`config.mk`:
```
export PLATFORM = sky130hd
export DESIGN_NAME = busparity_guard
export DESIGN_NICKNAME = d
export VERILOG_FILES = /design/src/rtl/bpg_pkg.sv /design/src/rtl/bpg_parity.sv /design/src/rtl/bpg_drive.sv /design/src/rtl/bpg_check.sv /design/src/rtl/bpg_report.sv /design/src/rtl/busparity_guard.sv
export SDC_FILE = /design/constraint.sdc
export NUM_CORES = 1
export LEC_CHECK = 0
export ABC_AREA = 1
export CAP_MARGIN = 20
export CORE_MARGIN = 2
export CORE_UTILIZATION = 36
export CTS_CLUSTER_SIZE = 16
export DETAILED_ROUTE_END_ITERATION = 16
export PLACE_DENSITY = 0.88
export SLEW_MARGIN = 30
export SYNTH_ARGS = -nofsm -noshare
export SYNTH_HDL_FRONTEND = slang
export SYNTH_SLANG_ARGS = --single-unit
```
`constraint.sdc`:
```
create_clock -name clk -period 1 [get_ports clk]
set_input_delay 0.15 -clock clk [delete_from_list [all_inputs] [get_ports clk]]
set_output_delay 0.15 -clock clk [all_outputs]
set_load 0.03 [all_outputs]
```
`src/rtl/bpg_pkg.sv`:
```
package bpg_pkg;
  typedef enum logic [1:0] {
    PE_IDLE = 2'd0,
    PE_LOW  = 2'd1,
    PE_HIGH = 2'd2
  } perr_state_e;

  typedef struct packed {
    logic chk_data;
    logic chk_sys;
    logic exp_par;
  } beat_tag_t;
endpackage

```
`src/rtl/bpg_parity.sv`:
```
module bpg_parity #(
  parameter int W = 36
) (
  input  logic [W-1:0] bits,
  output logic         odd
);
  logic [W:0] chain;

  assign chain[0] = 1'b0;
  for (genvar g = 0; g < W; g++) begin : g_fold
    assign chain[g+1] = chain[g] ^ bits[g];
  end
  assign odd = chain[W];
endmodule

```
`src/rtl/bpg_drive.sv`:
```
module bpg_drive #(
  parameter int AD_W  = 32,
  parameter int CBE_W = 4
) (
  input  logic             clk,
  input  logic             rst_n,
  input  logic             drv_en,
  input  logic [AD_W-1:0]  drv_ad,
  input  logic [CBE_W-1:0] drv_cbe_n,
  output logic             par_out,
  output logic             par_oe
);
  localparam int PW = AD_W + CBE_W;

  logic odd;
  logic par_d, par_q, oe_d, oe_q;

  bpg_parity #(.W(PW)) u_gen (.bits({drv_ad, drv_cbe_n}), .odd(odd));

  always_comb begin
    par_d = par_q;
    if (drv_en) par_d = odd;
    oe_d = drv_en;
  end

  always_ff @(posedge clk or negedge rst_n) begin
    if (!rst_n) begin
      par_q <= 1'b0;
      oe_q  <= 1'b0;
    end else begin
      par_q <= par_d;
      oe_q  <= oe_d;
    end
  end

  assign par_out = par_q;
  assign par_oe  = oe_q;

  a_r1_even_total: assert property (@(posedge clk) disable iff (!rst_n)
    par_oe |-> ((^{par_out, $past(drv_ad), $past(drv_cbe_n)}) == 1'b0));
  a_r2_one_cycle_late: assert property (@(posedge clk) disable iff (!rst_n)
    par_oe |-> $past(drv_en));
endmodule

```
`src/rtl/bpg_check.sv`:
```
module bpg_check #(
  parameter int AD_W  = 32,
  parameter int CBE_W = 4
) (
  input  logic             clk,
  input  logic             rst_n,
  input  logic [AD_W-1:0]  bus_ad,
  input  logic [CBE_W-1:0] bus_cbe_n,
  input  logic             bus_par,
  input  logic             addr_phase,
  input  logic             data_beat,
  input  logic             special_cyc,
  output logic             data_err,
  output logic             sys_err
);
  import bpg_pkg::*;
  localparam int PW = AD_W + CBE_W;

  logic      odd;
  beat_tag_t s1_d, s1_q;
  logic      mismatch;
  logic      derr_d, derr_q, serr_d, serr_q;

  bpg_parity #(.W(PW)) u_chk (.bits({bus_ad, bus_cbe_n}), .odd(odd));

  always_comb begin
    s1_d.chk_sys  = addr_phase | (data_beat & special_cyc);
    s1_d.chk_data = data_beat & ~addr_phase & ~special_cyc;
    s1_d.exp_par  = odd;
    mismatch      = bus_par ^ s1_q.exp_par;
    derr_d        = s1_q.chk_data & mismatch;
    serr_d        = s1_q.chk_sys & mismatch;
  end

  always_ff @(posedge clk or negedge rst_n) begin
    if (!rst_n) begin
      s1_q   <= '0;
      derr_q <= 1'b0;
      serr_q <= 1'b0;
    end else begin
      s1_q   <= s1_d;
      derr_q <= derr_d;
      serr_q <= serr_d;
    end
  end

  assign data_err = derr_q;
  assign sys_err  = serr_q;

  a_r3_only_real_beats: assert property (@(posedge clk) disable iff (!rst_n)
    data_err |-> ($past(data_beat, 2) && !$past(addr_phase, 2)));
  a_r3_sys_has_qualifier: assert property (@(posedge clk) disable iff (!rst_n)
    sys_err |-> ($past(addr_phase, 2) || $past(data_beat & special_cyc, 2)));
  a_r6_kinds_exclusive: assert property (@(posedge clk) disable iff (!rst_n)
    !(data_err && sys_err));
endmodule

```
`src/rtl/bpg_report.sv`:
```
module bpg_report (
  input  logic clk,
  input  logic rst_n,
  input  logic data_err,
  input  logic sys_err,
  input  logic perr_en,
  input  logic serr_en,
  input  logic clr_perr,
  input  logic clr_serr,
  output logic perr_n_out,
  output logic perr_oe,
  output logic serr_pull,
  output logic perr_seen,
  output logic serr_seen
);
  import bpg_pkg::*;

  perr_state_e st_d, st_q;
  logic        pull_d, pull_q;
  logic        pseen_d, pseen_q, sseen_d, sseen_q;
  logic        perr_req;

  always_comb begin
    perr_req = data_err & perr_en;
    if (perr_req)           st_d = PE_LOW;
    else if (st_q == PE_LOW) st_d = PE_HIGH;
    else                    st_d = PE_IDLE;

    pull_d = sys_err & serr_en;

    pseen_d = pseen_q;
    if (data_err)      pseen_d = 1'b1;
    else if (clr_perr) pseen_d = 1'b0;

    sseen_d = sseen_q;
    if (sys_err)       sseen_d = 1'b1;
    else if (clr_serr) sseen_d = 1'b0;
  end

  always_ff @(posedge clk or negedge rst_n) begin
    if (!rst_n) begin
      st_q    <= PE_IDLE;
      pull_q  <= 1'b0;
      pseen_q <= 1'b0;
      sseen_q <= 1'b0;
    end else begin
      st_q    <= st_d;
      pull_q  <= pull_d;
      pseen_q <= pseen_d;
      sseen_q <= sseen_d;
    end
  end

  assign perr_n_out = (st_q != PE_LOW);
  assign perr_oe    = (st_q != PE_IDLE);
  assign serr_pull  = pull_q;
  assign perr_seen  = pseen_q;
  assign serr_seen  = sseen_q;

  a_r4_low_after_error: assert property (@(posedge clk) disable iff (!rst_n)
    (data_err && perr_en) |=> (perr_oe && !perr_n_out));
  a_r5_drive_high_once: assert property (@(posedge clk) disable iff (!rst_n)
    (perr_oe && !perr_n_out && !(data_err && perr_en)) |=> (perr_oe && perr_n_out));
  a_r5_then_release: assert property (@(posedge clk) disable iff (!rst_n)
    (perr_oe && perr_n_out && !(data_err && perr_en)) |=> !perr_oe);
  a_r6_serr_from_sys: assert property (@(posedge clk) disable iff (!rst_n)
    serr_pull |-> $past(sys_err && serr_en));
  a_r7_gated_perr: assert property (@(posedge clk) disable iff (!rst_n)
    (data_err && !perr_en) |=> perr_n_out);
  a_r8_sticky_set: assert property (@(posedge clk) disable iff (!rst_n)
    (data_err || sys_err) |=> (data_err ? 1'b1 : perr_seen) || serr_seen);
  a_r8_perr_seen_set: assert property (@(posedge clk) disable iff (!rst_n)
    data_err |=> perr_seen);
endmodule

```
`src/rtl/busparity_guard.sv`:
```
module busparity_guard #(
  parameter int AD_W  = 32,
  parameter int CBE_W = 4
) (
  input  logic             clk,
  input  logic             rst_n,
  input  logic             drv_en,
  input  logic [AD_W-1:0]  drv_ad,
  input  logic [CBE_W-1:0] drv_cbe_n,
  output logic             par_out,
  output logic             par_oe,
  input  logic [AD_W-1:0]  bus_ad,
  input  logic [CBE_W-1:0] bus_cbe_n,
  input  logic             bus_par,
  input  logic             addr_phase,
  input  logic             data_beat,
  input  logic             special_cyc,
  input  logic             perr_en,
  input  logic             serr_en,
  input  logic             clr_perr,
  input  logic             clr_serr,
  output logic             perr_n_out,
  output logic             perr_oe,
  output logic             serr_pull,
  output logic             perr_seen,
  output logic             serr_seen
);
  logic data_err, sys_err;

  bpg_drive #(.AD_W(AD_W), .CBE_W(CBE_W)) u_drive (
    .clk(clk), .rst_n(rst_n), .drv_en(drv_en), .drv_ad(drv_ad),
    .drv_cbe_n(drv_cbe_n), .par_out(par_out), .par_oe(par_oe)
  );

  bpg_check #(.AD_W(AD_W), .CBE_W(CBE_W)) u_check (
    .clk(clk), .rst_n(rst_n), .bus_ad(bus_ad), .bus_cbe_n(bus_cbe_n),
    .bus_par(bus_par), .addr_phase(addr_phase), .data_beat(data_beat),
    .special_cyc(special_cyc), .data_err(data_err), .sys_err(sys_err)
  );

  bpg_report u_report (
    .clk(clk), .rst_n(rst_n), .data_err(data_err), .sys_err(sys_err),
    .perr_en(perr_en), .serr_en(serr_en), .clr_perr(clr_perr),
    .clr_serr(clr_serr), .perr_n_out(perr_n_out), .perr_oe(perr_oe),
    .serr_pull(serr_pull), .perr_seen(perr_seen), .serr_seen(serr_seen)
  );

  a_r9_reset_quiet: assert property (@(posedge clk)
    !rst_n |-> (!par_oe && !perr_oe && !serr_pull && perr_n_out));
endmodule

```
After elaboration in Yosys (flattened, before gate mapping)
Cells that the tools add are included.

Equality and inequality tests: 2. Muxes and demuxes: 6. Bitwise logic cells: 81. Reduce and logical (&&, ||, !) cells: 3.

Operators by type and width (count): 1-bit XOR (71); 1-bit bitwise AND (7); 2-bit nonzero test (3); 1-bit 2-to-1 mux (4); 2-bit 2-to-1 mux (2); 2-bit by 1-bit == test with 1-bit output (second input constant) (1); 2-bit by 1-bit != test with 1-bit output (second input constant) (1); 1-bit inverter (2); 1-bit OR (1).

Bits in registers: 12. Bits of input ports: 83. Logic and storage cells: 103.

Logic depth before layout (Yosys ltp)
Depth in word-level cells: 35. Gate-level depth with buffers: 16. Gate-level depth less buffers: 16.

Cells and area by module
A second synthesis with hierarchy kept.

Cells, all modules: 321. Area total of the unflattened synthesis: 1717.9 um2.

By module, submodules not included: bpg_parity (instances 2, cells each 141, area each 646.9 um2); bpg_report (instances 1, cells each 17, area each 185.2 um2); bpg_check (instances 1, cells each 16, area each 173.9 um2); bpg_drive (instances 1, cells each 6, area each 65.1 um2).

Worst setup path after synthesis
OpenSTA, ideal clock, no wires.

Path type: input to register. Start point: input port bus_ad[13]. End point: register u_check.s1_q[0] in the netlist's numbering. Data arrival time: 1.052 ns. Data required time: 0.883 ns. Path slack: -0.169 ns. Cell stages on the path: 10. Buffers on the path: 0. Path through: xnor2_1 > xor2_1 > xor2_1 > nand2_1 > nand2_1 > nand2_1 > nand2_1 > nand2_1 > inv_1 > nor2_1.

Cells in the longest elaborated chain, start to end: 19.

Ends and longest elaborated chain: from (decl) (RTL line busparity_guard.sv:12) `input logic [AD_W-1:0] bus_ad,`; 1-bit XOR (19 in series) (RTL line bpg_parity.sv:11) `assign chain[g+1] = chain[g] ^ bits[g];`; net u_check.odd (RTL line bpg_check.sv:19) `logic odd;`; to (signal assigned) (RTL line bpg_check.sv:37) `s1_q <= '0;`; to (signal assigned) (RTL line bpg_check.sv:41) `s1_q <= s1_d;`; to (decl) (RTL line bpg_check.sv:20) `beat_tag_t s1_d, s1_q;`.

The timed path passes the listed nets, and every way through them passes these cells. A chain may end at the register's enable or synchronous reset.

Worst setup path in the final report
Start point: input port drv_ad[16]. End point: register u_drive.par_q, in the netlist u_drive.par_out.

Cells in the longest elaborated chain, start to end: 16.

Ends and longest elaborated chain: from (decl) (RTL line busparity_guard.sv:8) `input logic [AD_W-1:0] drv_ad,`; 1-bit XOR (16 in series) (RTL line bpg_parity.sv:11); to (signal assigned) (RTL line bpg_drive.sv:31) `par_q <= par_d;`; to (decl) (RTL line bpg_drive.sv:16) `logic par_d, par_q, oe_d, oe_q;`.

No other way between the ends.

==> summary.md <==
| Metric | Value |
|---|---|
| Sequential fraction of design power | 25.3% |
| Area share of the largest cell type after synthesis | 26.7% |
| Finished Core Util | about 66% |
| Post-Place Cells | 371 |
| GRT overflow | 0 |
| Final Hold Vio Count | 0 |
| Yosys Warn Count | 0 |
| Root Buffer | clkbuf_8 |
| Startpoint types | input pin |
| Largest net degree at the start of global routing | 13 |
| CTS Buffer Depth | 2 |
| H-tree Lvls | 1 |
| Finish-stage setup viols | 4 |
| GR Util All Layers | 14.9% |
| Fmax | between 0.8 and 0.9 GHz |
| Final Max Slew Viols | 0 |
| Pre-CTS setup slack | -747 ps |
| Drt pass-1 iters | 4 |
| Reg clk slew, reported paths | 50 ps |
| Maximum vdd ir drop | roughly 0.39 mV |
| Failing checks | negative setup slack |
| Number of max-cap violations | 0 |
| Total chip power | 2.48 mW |
| Fin crit period | 1160 ps |
| Switching Fraction | between 30 and 40% |
| Total I/O pin count | 90 |
| Clock skew | 4.30 ps |
| Synth-to-layout area growth | 76.1% |
| Nets | 413 |
| Die area | 4300 um^2 |
| RSZ-0062 raised after global routing | yes |
| Largest fanout on the critical path | 2 |
| Mapped Nets | between 300 and 400 |
| Initial antenna violation count | 0 |
| DRC viols | 0 |
| Total wire length | 3.22 mm |
| WP data required | 1120 ps |
| Cell Count, Final, Fillers Out | 376 |
| Status | finished, violations left |
| Layout cells sized above 1 | 31.7% |
| WL per Instance | around 8.6 um |
| Die width | about 66 um |
| Core Box Area | 3660 um^2 |
| Via/cell ratio | 4.30 |
| Type of the worst setup path | input pin to register |
| Post-Syn Area per Cell | 5.86 um^2 |
| Die height | 65.6 um |
| Post-synth top area cell | nand2_1 |
| Rows | 22 |
| Internal Power | 1.54 mW |
| Vias in the first global route | about 1500 |
| Crit path DAT | 1280 ps |
| Yosys reg bits | 12 |
| DRT antenna net count | 0 |
| Port Buf Inserts | 89 |
| Comb power frac | 57.7% |
| CTS Buf Count | 3 |
| Power per Cell Area | 1030 nW/um^2 |
| CP Capture Type | register |
| Sink Count | 12 |
| Worst-Margin Slew | 214 ps |
| First-pass GRT wire length | 5.13 mm |
| Gpl congestion | 0.699 |
| Vias | around 1600 |
| Gate Count Post-Synth | 233 |
| Starting density of the core | 37.3% |
| Commonest non-fill, non-tap cell in the layout | nand2_1 |
| Multi-input gate area | between 1000 and 1500 um^2 |
| Slew headroom | 85.7% |
| Post-DP HPWL | 2.71 mm |
| Fin crit share | 116% |
| Clock power share | roughly 17% |
| Register Area | 300 um^2 |
| Lkg Pwr | 1.40 nW |
| Synth area leaders | nand2_1 (27%), dfrtp_1 (22%), xnor2_1 (15%), inv_1 (13%), xor2_1 (6.4%) |
| FF-to-FF path depth | 5 |
| Layout filler cell count | 356 |
| Starting DRC count in detailed routing | 41 |
| Net Sw Power | 940 uW |
| Hold Crit Class | input pin to asynchronous set/reset pin |
| Synth unique cells | 16 |
| Cell area after synthesis | approximately 1400 um^2 |
| Fin worst setup slack | -156 ps |
| # diodes | 0 |
| Most frequent cells in the layout | nand2_1 (74), inv_1 (40), nand2_2 (24), dlygate4sd2_1 (24), buf_2 (17) |
| Worst skew pair latency | 240 ps |
| Sequential share of the synthesized area | 22.0% |
| TritonCTS clock tree | built |
kinds of logic (layout without fill, tap and decap cells):
| family | count (synthesis) | after routing | share of synthesized area [%] |
|---|---|---|---|
| and+or+nand+nor | 136 | 136 | 41.6 |
| buffers and inverters | 48 | 143 | 13.2 |
| xor gates and xnor gates | 33 | 33 | 21.2 |
| DFF | 12 | 12 | 22.0 |
| AOI/OAI and AO/OA | 4 | 4 | 2.02 |
Yosys cell counts:
cell	instances
nand2_1	97
inv_1	48
xnor2_1	23
nor2_1	14
dfrtp_1	12
nand3_1	11
xor2_1	10
nand3b_1	6
nand4_1	2
o21bai_1	2
or2_1	2
or2_2	2
a21o_1	1
a21oi_1	1
nand2_2	1
nor3b_1	1
metal layers:
| metal | global-route usage (%) | part of all wire (%) |
|---|---|---|
| met1 | 14.8 | 35 |
| met5 | 0 | 0 |
| met4 | 6.77 | 1.6 |
| met3 | 2.74 | 6.3 |
| met2 | 29.5 | 57 |
registers in the layout, indices dropped and copies added (netlist names):
name                count
u_check.s1_q            3
u_report.st_q           2
u_check.data_err        1
u_check.sys_err         1
u_drive.par_oe          1
u_drive.par_out         1
u_report.perr_seen      1
u_report.serr_pull      1
u_report.serr_seen      1
what timing repair did:
item,in CTS,in global routing
pin swaps,100,56
hold buffers,0,0
gates cloned,0,0
gates resized for setup,184,56
buffers inserted,1,1
setup endpoints to repair,4,4
through the flow:
stage | hold WS [ps] | TNS [ps] | instance area [um^2]
finish | 225 | -446 | 2400
global route | 233 | -677 | 2400
CTS | 229 | -433 | 2360
detailed placement | 441 | -1820 | 2320
global placement | 446 | -1700 | 2320
floorplan | -146 | -280 | 1370
critical path: stages:
cell	delay, ps
clkdlybuf4s15_1	190
inv_1	40
nand2_1	70
nand2_1	50
nand2_1	80
nand2_1	80
nand2_2	70
nand2_1	50
nand2_1	70
nand2_1	70
nand2_1	80
inv_1	40
nor2_1	80
nand2_1	50
nand2_1	50
a21oi_1	60
power groups by stage:
stage                     Sequential [mW]  Combinational [mW]  Clock (mW)
after CTS                           0.629                1.34       0.440
after floorplan                     0.737               0.698           0
after global routing                0.635                1.60       0.458
after global placement              0.634                1.31           0
after detailed placement            0.636                1.35           0
final                               0.628                1.43       0.421
path summary, 6_finish.rpt:
| kind | start | endpoint | slack (ps) |
|---|---|---|---|
| hold / removal | rst_n | u_report.perr_seen | 230 |
| setup reg to reg | u_report.st_q[1] | u_report.st_q[1] | 110 |
| setup / recovery | drv_ad[16] | u_drive.par_out | -160 |
| hold reg to reg | u_check.sys_err | u_report.serr_pull | 450 |
| max in group asynchronous | rst_n | u_report.st_q[1] | 620 |
| min in group clk | drv_en | u_drive.par_oe | 400 |
area by class of cell:
type	count	area share, %
clock buffer	3	1.72
inverter	48	7.50
multi-input combinational	173	44.7
sequential	12	12.5
tap	48	2.50
timing repair buffer	92	31.1
Power figures use the tool's default switching activity.
